<file path="src/rtl/ssx_pkg.sv">
package ssx_pkg;
  typedef enum logic { SEL_TX = 1'b0, SEL_RX = 1'b1 } reg_sel_e;

  // number of sck half-periods in one byte
  function automatic int unsigned halves_per_byte(input int unsigned dw);
    return 2 * dw;
  endfunction
endpackage

</file>
<file path="src/rtl/ssx_divider.sv">
module ssx_divider #(
  parameter int DIVW = 8
) (
  input  logic            clk,
  input  logic            rst_n,
  input  logic            run,
  input  logic [DIVW-1:0] half_div,
  output logic            tick
);
  logic [DIVW-1:0] cnt;

  assign tick = run && (cnt == half_div);

  always_ff @(posedge clk) begin
    if (!rst_n)             cnt <= '0;
    else if (!run || tick)  cnt <= '0;
    else                    cnt <= cnt + 1'b1;
  end
endmodule

</file>
<file path="src/rtl/ssx_shifter.sv">
module ssx_shifter #(
  parameter int DW = 8,
  parameter int HW = 4
) (
  input  logic          clk,
  input  logic          rst_n,
  input  logic          tick,
  input  logic          start,
  input  logic [DW-1:0] load_data,
  input  logic          sdi,
  output logic          busy,
  output logic          sck,
  output logic          sdo,
  output logic          done,
  output logic [DW-1:0] rx_byte
);
  localparam logic [HW-1:0] LAST = HW'(ssx_pkg::halves_per_byte(DW) - 1);

  logic [DW-1:0] sh;
  logic          rbit;
  logic [HW-1:0] half;

  assign done    = tick && (half == LAST);
  assign rx_byte = {sh[DW-2:0], rbit};
  assign sdo     = busy ? sh[DW-1] : 1'b1;

  always_ff @(posedge clk) begin
    if (!rst_n) begin
      sh   <= '1;
      rbit <= 1'b1;
      half <= '0;
      busy <= 1'b0;
      sck  <= 1'b1;
    end else if (start) begin
      sh   <= load_data;
      half <= '0;
      busy <= 1'b1;
      sck  <= 1'b0;
    end else if (tick) begin
      if (!half[0]) begin
        sck  <= 1'b1;
        rbit <= sdi;
        half <= half + 1'b1;
      end else if (half != LAST) begin
        sck  <= 1'b0;
        sh   <= {sh[DW-2:0], rbit};
        half <= half + 1'b1;
      end else begin
        busy <= 1'b0;
        sck  <= 1'b1;
        half <= '0;
      end
    end
  end
endmodule

</file>
<file path="src/rtl/ssx_regs.sv">
module ssx_regs #(
  parameter int DW = 8
) (
  input  logic          clk,
  input  logic          rst_n,
  input  logic          wr_en,
  input  logic          rd_en,
  input  logic          addr,
  input  logic [DW-1:0] wdata,
  input  logic          lsb_first,
  input  logic          load,
  input  logic          done,
  input  logic [DW-1:0] rx_byte,
  output logic [DW-1:0] tx_buf,
  output logic [DW-1:0] rx_buf,
  output logic          tx_empty,
  output logic          rx_full,
  output logic          overrun,
  output logic          tx_end
);
  import ssx_pkg::*;

  logic [DW-1:0] w_rev, r_rev;
  logic          tx_wr, rx_take, ovr_hit;

  always_comb begin
    for (int i = 0; i < DW; i++) begin
      w_rev[i] = wdata[DW-1-i];
      r_rev[i] = rx_byte[DW-1-i];
    end
  end

  assign tx_wr   = wr_en && (addr == SEL_TX);
  assign rx_take = done && !overrun && !rx_full;
  assign ovr_hit = done && !overrun && rx_full;

  always_ff @(posedge clk) begin
    if (!rst_n) begin
      tx_buf   <= '1;
      rx_buf   <= '1;
      tx_empty <= 1'b1;
      rx_full  <= 1'b0;
      overrun  <= 1'b0;
      tx_end   <= 1'b1;
    end else begin
      if (tx_wr) begin
        tx_buf   <= lsb_first ? w_rev : wdata;
        tx_empty <= 1'b0;
      end else if (load) begin
        tx_empty <= 1'b1;
      end

      if (rx_take) begin
        rx_buf  <= lsb_first ? r_rev : rx_byte;
        rx_full <= 1'b1;
      end else if (rd_en && addr == SEL_RX) begin
        rx_full <= 1'b0;
      end

      if (ovr_hit)                         overrun <= 1'b1;
      else if (wr_en && addr == SEL_RX)    overrun <= 1'b0;

      if (load)      tx_end <= 1'b0;
      else if (done) tx_end <= 1'b1;
    end
  end
endmodule

</file>
<file path="src/rtl/sync_serial_xcvr.sv">
module sync_serial_xcvr #(
  parameter int DW   = 8,
  parameter int DIVW = 8
) (
  input  logic            clk,
  input  logic            rst_n,
  input  logic            wr_en,
  input  logic            rd_en,
  input  logic            addr,
  input  logic [DW-1:0]   wdata,
  output logic [DW-1:0]   rdata,
  input  logic            lsb_first,
  input  logic [DIVW-1:0] half_div,
  output logic            sck,
  output logic            sdo,
  input  logic            sdi,
  output logic            tx_empty,
  output logic            rx_full,
  output logic            overrun,
  output logic            tx_end
);
  import ssx_pkg::*;
  localparam int HW = $clog2(halves_per_byte(DW));

  logic          busy, tick, done, load;
  logic [DW-1:0] tx_buf, rx_buf, rx_byte;

  // named event: a byte enters the shifter
  assign load  = (!busy || done) && !tx_empty;
  assign rdata = (addr == SEL_RX) ? rx_buf : tx_buf;

  ssx_divider #(.DIVW(DIVW)) u_div (
    .clk(clk), .rst_n(rst_n), .run(busy), .half_div(half_div), .tick(tick)
  );

  ssx_shifter #(.DW(DW), .HW(HW)) u_shf (
    .clk(clk), .rst_n(rst_n), .tick(tick), .start(load), .load_data(tx_buf),
    .sdi(sdi), .busy(busy), .sck(sck), .sdo(sdo), .done(done), .rx_byte(rx_byte)
  );

  ssx_regs #(.DW(DW)) u_regs (
    .clk(clk), .rst_n(rst_n), .wr_en(wr_en), .rd_en(rd_en), .addr(addr),
    .wdata(wdata), .lsb_first(lsb_first), .load(load), .done(done),
    .rx_byte(rx_byte), .tx_buf(tx_buf), .rx_buf(rx_buf), .tx_empty(tx_empty),
    .rx_full(rx_full), .overrun(overrun), .tx_end(tx_end)
  );
endmodule

</file>
<file path="config.mk">
export PLATFORM = sky130hd
export DESIGN_NAME = sync_serial_xcvr
export DESIGN_NICKNAME = d
export VERILOG_FILES = /design/src/rtl/ssx_pkg.sv /design/src/rtl/ssx_divider.sv /design/src/rtl/ssx_shifter.sv /design/src/rtl/ssx_regs.sv /design/src/rtl/sync_serial_xcvr.sv
export SDC_FILE = /design/constraint.sdc
export NUM_CORES = 1
export LEC_CHECK = 0
export ABC_AREA = 1
export BUFFER_PORTS_ARGS = -buffer_cell sky130_fd_sc_hd__clkbuf_2
export CAP_MARGIN = 15
export CORE_MARGIN = 4
export CORE_UTILIZATION = 60
export CTS_CLUSTER_DIAMETER = 120
export DETAILED_ROUTE_END_ITERATION = 6
export PLACE_DENSITY = 0.84
export SYNTH_ARGS = -nofsm -noshare
export SYNTH_HDL_FRONTEND = slang
export SYNTH_SLANG_ARGS = --single-unit
</file>
<file path="constraint.sdc">
create_clock -name clk -period 3.38 [get_ports clk]
set_input_delay 0.169 -clock clk [delete_from_list [all_inputs] [get_ports clk]]
set_output_delay 0.169 -clock clk [all_outputs]
set_load 0.01 [all_outputs]
</file>
Word level (Yosys, flattened, before mapping)
Cells that the tools add are included.

storage, ports and cells
  register bits after elaboration = 43
  word-level logic and storage cells = 75
  output and inout port bits = 14
  input port bits = 23

operators by class
  add/subtract/negate cells = 2
  bitwise logic cells = 4
  muxes and demuxes = 26
  reductions and logical operators = 27
  equal/unequal tests = 4

operators by type and width
  operator                                                        count
  8-bit 2-to-1 mux                                                7
  1-bit 2-to-1 mux                                                17
  2-bit nonzero test                                              7
  1-bit logical AND                                               9
  3-bit AND reduction                                             3
  8-bit by 1-bit adder with 8-bit output (second input constant)  1
  8-bit == test                                                   1
  4-bit 2-to-1 mux                                                2
  4-bit by 1-bit adder with 4-bit output (second input constant)  1
  4-bit == test (second input constant)                           1
  1-bit zero test                                                 4
  4-bit inequality test (second input constant)                   1
  1-bit NOT                                                       4
  2-bit OR reduction                                              2
  1-bit logical OR                                                2
  2-bit inequality test (second input constant)                   1

Depth between registers and ports, before layout
Gate-level depths: netlist of run 1.

  word-level depth = 7
  depth in mapped cells = 13
  depth with buffers taken out = 12

Modules after synthesis
A second synthesis of run 1 with hierarchy kept.

second synthesis, totals
  cells, all modules = 330
  area total of the unflattened synthesis = 2,348.5 um^2

modules (own cells, without submodules)
  module            area each (um^2)  sequential area each (um^2)  instances  cells an instance
  ssx_regs          922.1             400.4                        1          134
  ssx_shifter       794.5             300.3                        1          95
  ssx_divider       511.7             160.2                        1          74
  sync_serial_xcvr  120.1             0.0                          1          27

Worst setup path before layout of run 1
No wires, ideal clock.

  path kind = reg2reg
  start = register u_shf.half[0]
  end = register u_shf.sh[0]
  stages on the path, launching flop included = 8
  data required time = 3.316 ns
  arrival time = 1.428 ns
  setup slack = 1.889 ns
  library setup time = 0.064 ns
  path buffers = 0
  clock period less this slack = 1.491 ns
  path through = dfxtp_1 -> ha_1 -> nand3_1 -> nand2_1 -> clkinv_1 -> nand2_1 -> nand3_1 -> nand3_1

on the way
  cells in the longest elaborated chain, start to end = 6

ends and longest elaborated chain
  element                        line                    RTL
  start: declaration             ssx_shifter.sv:21       logic [HW-1:0] half;
  start signal: assignment       ssx_shifter.sv:43       half <= half + 1'b1;
  start signal: assignment       ssx_shifter.sv:47       half <= half + 1'b1;
  4-bit == test                  ssx_shifter.sv:23       assign done = tick && (half == LAST);
  1-bit logical AND              ssx_shifter.sv:23
  1-bit logical OR               sync_serial_xcvr.sv:29  assign load = (!busy || done) && !tx_empty;
  1-bit logical AND              sync_serial_xcvr.sv:29
  2-bit nonzero test (no line)   -
  3-bit AND reduction (no line)  -
  end signal: assignment         ssx_shifter.sv:35       sh <= load_data;
  end signal: assignment         ssx_shifter.sv:46       sh <= {sh[DW-2:0], rbit};
  end: declaration               ssx_shifter.sv:19       logic [DW-1:0] sh;

Parallel ways exist; a longest one is shown, timed or not.
A chain may end at the register's enable or synchronous reset.

Worst setup path in the final report of run 1
  start = register u_shf.half[0]
  end = register u_shf.sh[6]

The elaborated chain is that of the path after synthesis.

==> flow_summary.toml, run 1 <==
[detailed_routing]
wl_um = 4961
dr.pass1.iters = 5
vias = 2230
viasPerCell = 5.247
avgRoutedWirePerCell_um = 11.67
antenna_left = 0
drcViolationCount = 0
drt_iter0_drc = 236

[logic_synthesis]
syn_area_um2 = 2303
yosysMostFrequentCell = "nand2_1"
synth_top_area_share_pct = 37.37
syn-instance-count = 347
yosys_warnings = 0
ys_ff_latch = 43
synthFlopType = "dfxtp_1"
async_reset_ff_share_pct = 0
yosys.area.top_type = "dfxtp_1"
avgSynthCellArea_um2 = 6.638
synth_edf_count = 0
synth_commonest_cells = "94 x nand2_1, 50 x nand3_1, 43 x dfxtp_1"
ys_seq_area_share_pct = 37.37
synthDistinctLibCells = 31
synth_fp_nets = 372
synth_top_cells_by_area = "dfxtp_1 37%, nand2_1 15%, nand3_1 11%"

[setup_path]
critPathKind = "flip-flop to flip-flop"
cp_common_cell = "nand3_1"
crit_path_max_fanout = 20
critPathLaunchType = "flip-flop"
arrival_ps = 2340
cp.required_ps = 3550
crit_chain = "ha_1 > nand3_1 > o21bai_2 > nand2_1 > nand3_1 > nand3_1"
end_kind = "flip-flop"
slowest_stage = "nand2_1"
slowest_delay_ps = 480

[sta]
slew_violations = 0
fmax_mhz = 461.8
skew_ps = 8.868
tightestPinTransition_ps = 597.8
hold_slack_ps = 84.52
setup_viol = 0
rsz0062_at_grt = "false"
hold_violations = 0
slew_headroom_pct = 60.05
min_period_ps = 2165
tns_ps = 0
period_share_pct = 64.07

[die]
core-area_um2 = 3689
die_w_um = 69.96
initial_core_util_pct = 62.45
num_io_pins = 37
std_cell_rows = 22
die_area_um2 = 4894
fp.dieH_um = 69.96

[placement]
placed_area_um2 = 2471
portBuffers = 36
hpwl_um = 3591
place.gp.congestion = 0.9002
placedCellCount = 417

[clock_network]
hold_buffers = 0
cts.repair.resized = 0
cts_setup_buffers = 0
clk_pin_slew_worst_paths_ps = 90
cts_tree = "done"
clockRootBuffer = "clkbuf_8"
clock_sinks = 43
clockBufferDepth = 2
cts_buffers = 5
cts-htree-levels = 2
clock_latency_ps = 300

[final_layout]
n_antenna_cell = 0
postLayoutCellArea_um2 = 2556
nNetsFinal = 401
drive_gt1_share_pct = 15.65
seqCellArea_um2 = 860.8
nFillCells = 356
fin_cells = 425
multi_input_area_um2 = 1205
area_delta_synth_final_pct = 10.97

[global_route]
grt_max_degree = 26
grt_pass1_wl_um = 8832
grtUsageTotal_pct = 21.88
antenna_found_initial = 0
grt_overflow = 0
grt_pass1_vias = 2043

[flow_run]
max_cap_violations = 0

[power_and_ir_drop]
power_density_nw_per_um2 = 384.9
ir_worst_vdd_mv = 0.2569
p_leak_uw = 0.001285

[outcome]
outcome = "finished clean"

[worst_hold_path]
hold_path_class = "primary input to flip-flop"
## where the power goes
group	total, uW	switching [uW]	internal, uW
Sequential	536	13.2	523
Clock	323	178	145
Combinational	125	78.7	46.4
Total	984	270	714
## routing by layer
metal	up-vias	part of all wire (%)	GRT usage (%)
met4	0	1.8	10.64
li1	1178	-	-
met5	-	0	0
met3	8	6.8	4.460
met2	75	43	32.32
met1	969	48	30.25
## stage by stage
stage / total power (uW) / setup slack, ps / util, %
floorplan: 633.1 / 1889 / -
global placement: 669.1 / 1307 / 66.99
detailed placement: 671.6 / 1240 / 66.99
CTS: 992.5 / 1248 / 69.30
global route: 1033 / 960.9 / 69.30
finish: 983.9 / 1215 / 69.30
## final timing paths
check	end	depth (start not counted)	start	slack (ps)
worst max-delay path	u_shf.sh[6]	6	u_shf.half[0]	1210
worst min-delay path	u_shf.rbit	3	sdi	80
worst max register to register	u_shf.sh[6]	6	u_shf.half[0]	1210
worst min register to register	u_regs.rx_buf[3]	2	u_regs.rx_buf[3]	470
## cells in the final DEF, fill, tap and decap left out, types with 3 or more instances in the layout
cell type	netlist	routed
inv_2	3	3
clkbuf_2	0	36
nand2_2	3	3
clkinv_1	5	5
inv_1	36	36
xor2_1	3	3
nand2_1	94	94
nand3_1	50	50
nor2_1	27	27
o21ai_0	18	18
nand4_1	8	8
clkbuf_8	0	5
a21oi_1	13	13
o31ai_1	7	7
xnor2_1	3	3
dfxtp_1	43	43
## area by class of cell
type / count / share of cell area [%]
Multi-Input combinational cell: 246 / 47.14
Sequential cell: 43 / 33.68
Timing Repair Buffer: 36 / 7.048
Inverter: 44 / 6.461
Clock buffer: 6 / 2.839
Tap cell: 48 / 2.349
Clock inverter: 2 / 0.4895
## registers in the layout, summed over array words and instances (netlist names)
signal	cells
u_shf.sck	1
u_shf.rbit	1
u_regs.tx_end	1
u_regs.rx_buf	8
u_regs.rx_full	1
u_regs.tx_buf	8
u_regs.tx_empty	1
u_shf.busy	1
u_shf.half	4
u_shf.sh	8
u_regs.overrun	1
u_div.cnt	8
## critical path: cells and delay by family (launching register included)
family                     cells  cell delay (ps)
AOI/OAI and AO/OA              1              420
adders and majority gates      1              200
DFF                            1              430
and+or+nand+nor                4              990
## cell families after synthesis
| kind of cell | share of synthesized area, % |
|---|---|
| buffers and inverters | 10.32 |
| adders and majority gates | 1.086 |
| xor gates and xnor gates | 2.282 |
| DFF | 37.37 |
| and+or+nand+nor | 36.94 |
| AOI/OAI and AO/OA | 12.00 |
Power figures use the tool's default switching activity.
==> run 2: changes to the inputs <==
--- a/config.mk
+++ b/config.mk
@@ -9,10 +9,10 @@
 export BUFFER_PORTS_ARGS = -buffer_cell sky130_fd_sc_hd__clkbuf_2
 export CAP_MARGIN = 15
 export CORE_MARGIN = 4
-export CORE_UTILIZATION = 60
+export CORE_UTILIZATION = 56
 export CTS_CLUSTER_DIAMETER = 120
 export DETAILED_ROUTE_END_ITERATION = 6
-export PLACE_DENSITY = 0.84
+export PLACE_DENSITY = 0.79
 export SYNTH_ARGS = -nofsm -noshare
 export SYNTH_HDL_FRONTEND = slang
 export SYNTH_SLANG_ARGS = --single-unit
==> constraint.sdc (replaced) <==
create_clock -name clk -period 2.05 [get_ports clk]
set_input_delay 0.1025 -clock clk [delete_from_list [all_inputs] [get_ports clk]]
set_output_delay 0.1025 -clock clk [all_outputs]
set_load 0.01 [all_outputs]
==> run 2 against run 1 <==
- cell area grew 2.3%
- first-iteration DRC count grew 8.1%
- hold slack lost 5.2 ps
- wire length grew 4.1%
- die area grew 6.3%
- core utilization shrank 4.0 points
- via count grew 1.4%
- combinational power grew 72%
- global-route usage is essentially flat
- final cell count grew 1.6%
- power grew 72%
==> flow_summary.toml, run 2 (synthesis gave the netlist of run 1 again) <==
[outcome]
outcome = "finished clean"

[flow_run]
max_cap_violations = 0

[setup_path]
reg2reg_depth = 7
arrival_ps = 2120
cp.required_ps = 2290
crit_path_max_fanout = 9
r2r-end = "u_shf.sh[4]"
critPathKind = "flip-flop to flip-flop"
rrSetupSlack_ps = 170
critPathLaunchType = "flip-flop"
end_kind = "flip-flop"
r2r-start = "u_shf.half[0]"

[final_layout]
area_delta_synth_final_pct = 13.47
n_antenna_cell = 0
mostFrequentLayoutCell = "nand2_1"
drive_gt1_share_pct = 16.49
fin_cells = 432
nNetsFinal = 406
layout_common_cells = "94 x nand2_1, 50 x nand3_1, 43 x dfxtp_1, 36 x inv_1, 36 x clkbuf_2"

[sta]
min_period_ps = 1879
setup_viol = 0
rsz0062_at_grt = "false"
fmax_mhz = 532.3
hold_violations = 0
tightestPinTransition_ps = 602.1
fin_ws_ps = 171.3
tns_ps = 0
slew_violations = 0
period_share_pct = 91.65
skew_ps = 6.286
hold_slack_ps = 79.32
slew_headroom_pct = 59.76

[global_route]
grt_max_degree = 21
grt_overflow = 0
grt_pass1_vias = 2082
grt_pass1_wl_um = 9135
antenna_found_initial = 0
grtUsageTotal_pct = 21.85

[detailed_routing]
dr.pass1.iters = 4
wl_um = 5164
antenna_left = 0
drcViolationCount = 0
drt_iter0_drc = 255
vias = 2261
viasPerCell = 5.234
avgRoutedWirePerCell_um = 11.95

[power_and_ir_drop]
ir_worst_vdd_mv = 0.4428
p_leak_uw = 0.001319
power_density_nw_per_um2 = 648.8
p_total_uw = 1696

[placement]
hpwl_um = 3758
place.gp.congestion = 0.8488
portBuffers = 36
dp_slack_ps = 218.6
placedCellCount = 423

[clock_network]
clock_latency_ps = 290
clockBufferDepth = 2
cts_tree = "done"
clockRootBuffer = "clkbuf_8"
cts_buffers = 5
cts-htree-levels = 2
cts.repair.resized = 0
clock_sinks = 43
clk_pin_slew_worst_paths_ps = 80

[die]
std_cell_rows = 23
core-area_um2 = 4000
die_w_um = 72.14
die_area_um2 = 5203
fp.dieH_um = 72.14
num_io_pins = 37
initial_core_util_pct = 57.59

[worst_hold_path]
worstHoldStart = "rd_en"
hold_depth = 4
holdPathEnd = "u_regs.rx_full"
hold_path_class = "primary input to flip-flop"
run 2: worst max path at each step:
stage,slack [ps],to,startpoint,cells past startpoint
after floorplan,560,u_shf.sh[0],u_shf.half[0],7
after global placement,300,u_shf.half[3],u_shf.half[0],6
after detailed placement,220,u_shf.half[3],u_shf.half[0],6
after CTS,190,u_shf.half[3],u_shf.half[0],6
after global routing,10,u_shf.sh[0],u_shf.half[0],7
final,170,u_shf.sh[4],u_shf.half[0],7
run 2: where the power goes:
part           internal (uW)  switching (uW)  total [uW]
sequential               862            23.6         886
clock                    308             288         595
combinational           82.8             132         215
total                   1250             443        1700
run 2: repair_timing:
action / CTS / global route
buffers inserted: 0 / 0
endpoints found under the hold margin: 1 / 0
hold buffers: 1 / 0
run 2: final cells by class:
type / instances / area, um2
sequential: 43 / 860.8
clock buffer: 8 / 100.1
fill: 377 / 1386
inverter: 44 / 165.2
multi-input combinational: 246 / 1205
timing repair buffer: 41 / 220.2
tap: 50 / 62.56
run 2: routing by layer:
metal  routed length (um)  up-vias  track usage [%]
met5                    0        -                0
met4                   95        0            9.186
met3                  281       11            5.263
met2                 2330       53            32.96
met1                 2457     1006            29.79
li1                     -     1191                -
run 2: critical path, cell delays in order (launching register included):
cell and delay, ps:
dfxtp_1 430, ha_1 210, nand3_1 220, nand2_1 170
clkinv_1 220, nand2_1 330, nand3_1 130, nand3_1 110
run 2: metrics by stage:
stage / instance area (um2) / util (%)
2_1_floorplan: 2303 / -
3_3_place_gp: 2504 / 62.59
3_5_place_dp: 2504 / 62.59
4_1_cts: 2614 / 65.34
5_1_grt: 2614 / 65.34
6_report: 2614 / 65.34
==> run 3: changes to the inputs <==
--- a/config.mk
+++ b/config.mk
@@ -12,6 +12,8 @@
 export CORE_UTILIZATION = 56
 export CTS_CLUSTER_DIAMETER = 120
 export DETAILED_ROUTE_END_ITERATION = 6
+export GPL_ROUTABILITY_DRIVEN = 0
+export MAX_ROUTING_LAYER = met4
 export PLACE_DENSITY = 0.79
 export SYNTH_ARGS = -nofsm -noshare
 export SYNTH_HDL_FRONTEND = slang
==> run 3 against run 2 <==
- die area stayed put
- clock power hardly changed
- register-to-register slack hardly changed
- global-route usage is 0.65 points higher
- clock skew is 2.9 ps higher
- sequential cell count stayed put
- via count stayed put
- non-clock buffer count stayed put
- highest routed layer unchanged
==> flow_summary.toml, run 3 (synthesis gave the netlist of run 1 again) <==
[outcome]
outcome = "finished clean"

[setup_path]
slowest_delay_ps = 440
slowest_stage = "dfxtp_1"
r2r-start = "u_shf.half[0]"
cp.required_ps = 2290
arrival_ps = 2130
critPathLaunchType = "flip-flop"
r2r-end = "u_shf.sh[4]"
end_kind = "flip-flop"
crit_path_max_fanout = 9
reg2reg_depth = 7
crit_chain = "ha_1 > nand3_1 > nand2_1 > clkinv_1 > nand2_1 > nand3_1 > nand3_1"
critPathKind = "flip-flop to flip-flop"
rrSetupSlack_ps = 160
cp_common_cell = "nand3_1"

[placement]
placedCellCount = 423
portBuffers = 36
hpwl_um = 3758
dp_slack_ps = 218.6

[worst_hold_path]
hold_depth = 4
worstHoldStart = "rd_en"
hold_path_class = "primary input to flip-flop"
holdPathEnd = "u_regs.rx_full"

[clock_network]
clockRootBuffer = "clkbuf_8"
cts.repair.resized = 0
cts-htree-levels = 2
clockBufferDepth = 2
clock_sinks = 43
cts_tree = "done"
cts_buffers = 5
clock_latency_ps = 300
hold_buffers = 1
clk_pin_slew_worst_paths_ps = 80
cts_setup_buffers = 0

[final_layout]
mostFrequentLayoutCell = "nand2_1"
area_delta_synth_final_pct = 13.47
utilization_pct = 65.34
n_antenna_cell = 0
drive_gt1_share_pct = 16.49
multi_input_area_um2 = 1205
seqCellArea_um2 = 860.8
nFillCells = 377
layout_common_cells = "94 x nand2_1, 50 x nand3_1, 43 x dfxtp_1, 36 x inv_1, 36 x clkbuf_2"
nNetsFinal = 406
fin_cells = 432

[global_route]
grt_max_degree = 21
grt_overflow = 0
grtUsageTotal_pct = 22.49
grt_pass1_vias = 2084
grt_pass1_wl_um = 9128
antenna_found_initial = 0

[sta]
skew_ps = 9.201
tightestPinTransition_ps = 615.7
slew_headroom_pct = 58.86
rsz0062_at_grt = "false"
hold_violations = 0
min_period_ps = 1890
fmax_mhz = 529.0
tns_ps = 0
setup_viol = 0
fin_ws_ps = 159.8
slew_violations = 0
period_share_pct = 92.21

[die]
std_cell_rows = 23
num_io_pins = 37
die_w_um = 72.14
initial_core_util_pct = 57.59
core-area_um2 = 4000
fp.dieH_um = 72.14
die_area_um2 = 5203

[power_and_ir_drop]
p_total_uw = 1697
power_density_nw_per_um2 = 649.4
ir_worst_vdd_mv = 0.4435
p_leak_uw = 0.001319

[flow_run]
max_cap_violations = 0

[detailed_routing]
vias = 2261
antenna_left = 0
drcViolationCount = 0
wl_um = 5133
avgRoutedWirePerCell_um = 11.88
viasPerCell = 5.234
dr.pass1.iters = 4
drt_iter0_drc = 280
==> run 3: cell counts in the layout (fill, tap and decap cells not counted) <==
Identical to the previous run, type by type.
==> run 3: report_power, final <==
group          internal (uW)  switching, uW
logic                   82.8            132
clock network            308            289
registers                862           23.4
total                   1250            445
==> run 3: routing by layer <==
metal / GRT usage, % / vias up / part of all wire (%)
li1: - / 1189 / -
met1: 30.40 / 1010 / 49
met2: 32.96 / 51 / 44
met3: 4.294 / 11 / 4.3
met4: 9.186 / 0 / 2.0
met5: - / - / 0
==> run 3: worst max-delay path by stage <==
stage / cells past startpoint / start / end
global route: 7 / u_shf.half[0] / u_shf.sh[0]
global placement: 6 / u_shf.half[0] / u_shf.half[3]
finish: 7 / u_shf.half[0] / u_shf.sh[4]
detailed placement: 6 / u_shf.half[0] / u_shf.half[3]
CTS: 6 / u_shf.half[0] / u_shf.half[3]
floorplan: 7 / u_shf.half[0] / u_shf.sh[0]
==> run 3: critical path, delay by kind of cell, from the launching register on <==
| kind | cells | cell delay, ps |
|---|---|---|
| DFF | 1 | 440 |
| buffers and inverters | 1 | 230 |
| and+or+nand+nor | 5 | 960 |
| adders and majority gates | 1 | 200 |
==> run 3: cell type report <==
type | count | share of cell area, %
timing repair buffer | 41 | 8.425
sequential | 43 | 32.93
inverter | 44 | 6.319
tap | 50 | 2.393
clock buffer | 8 | 3.830
multi-input combinational | 246 | 46.10
==> run 3: per-stage QoR <==
stage	hold WS, ps	area, um2
finish	79.35	2614
global route	86.43	2614
CTS	74.87	2614
detailed placement	311.6	2504
global placement	305.4	2504
floorplan	215.7	2303
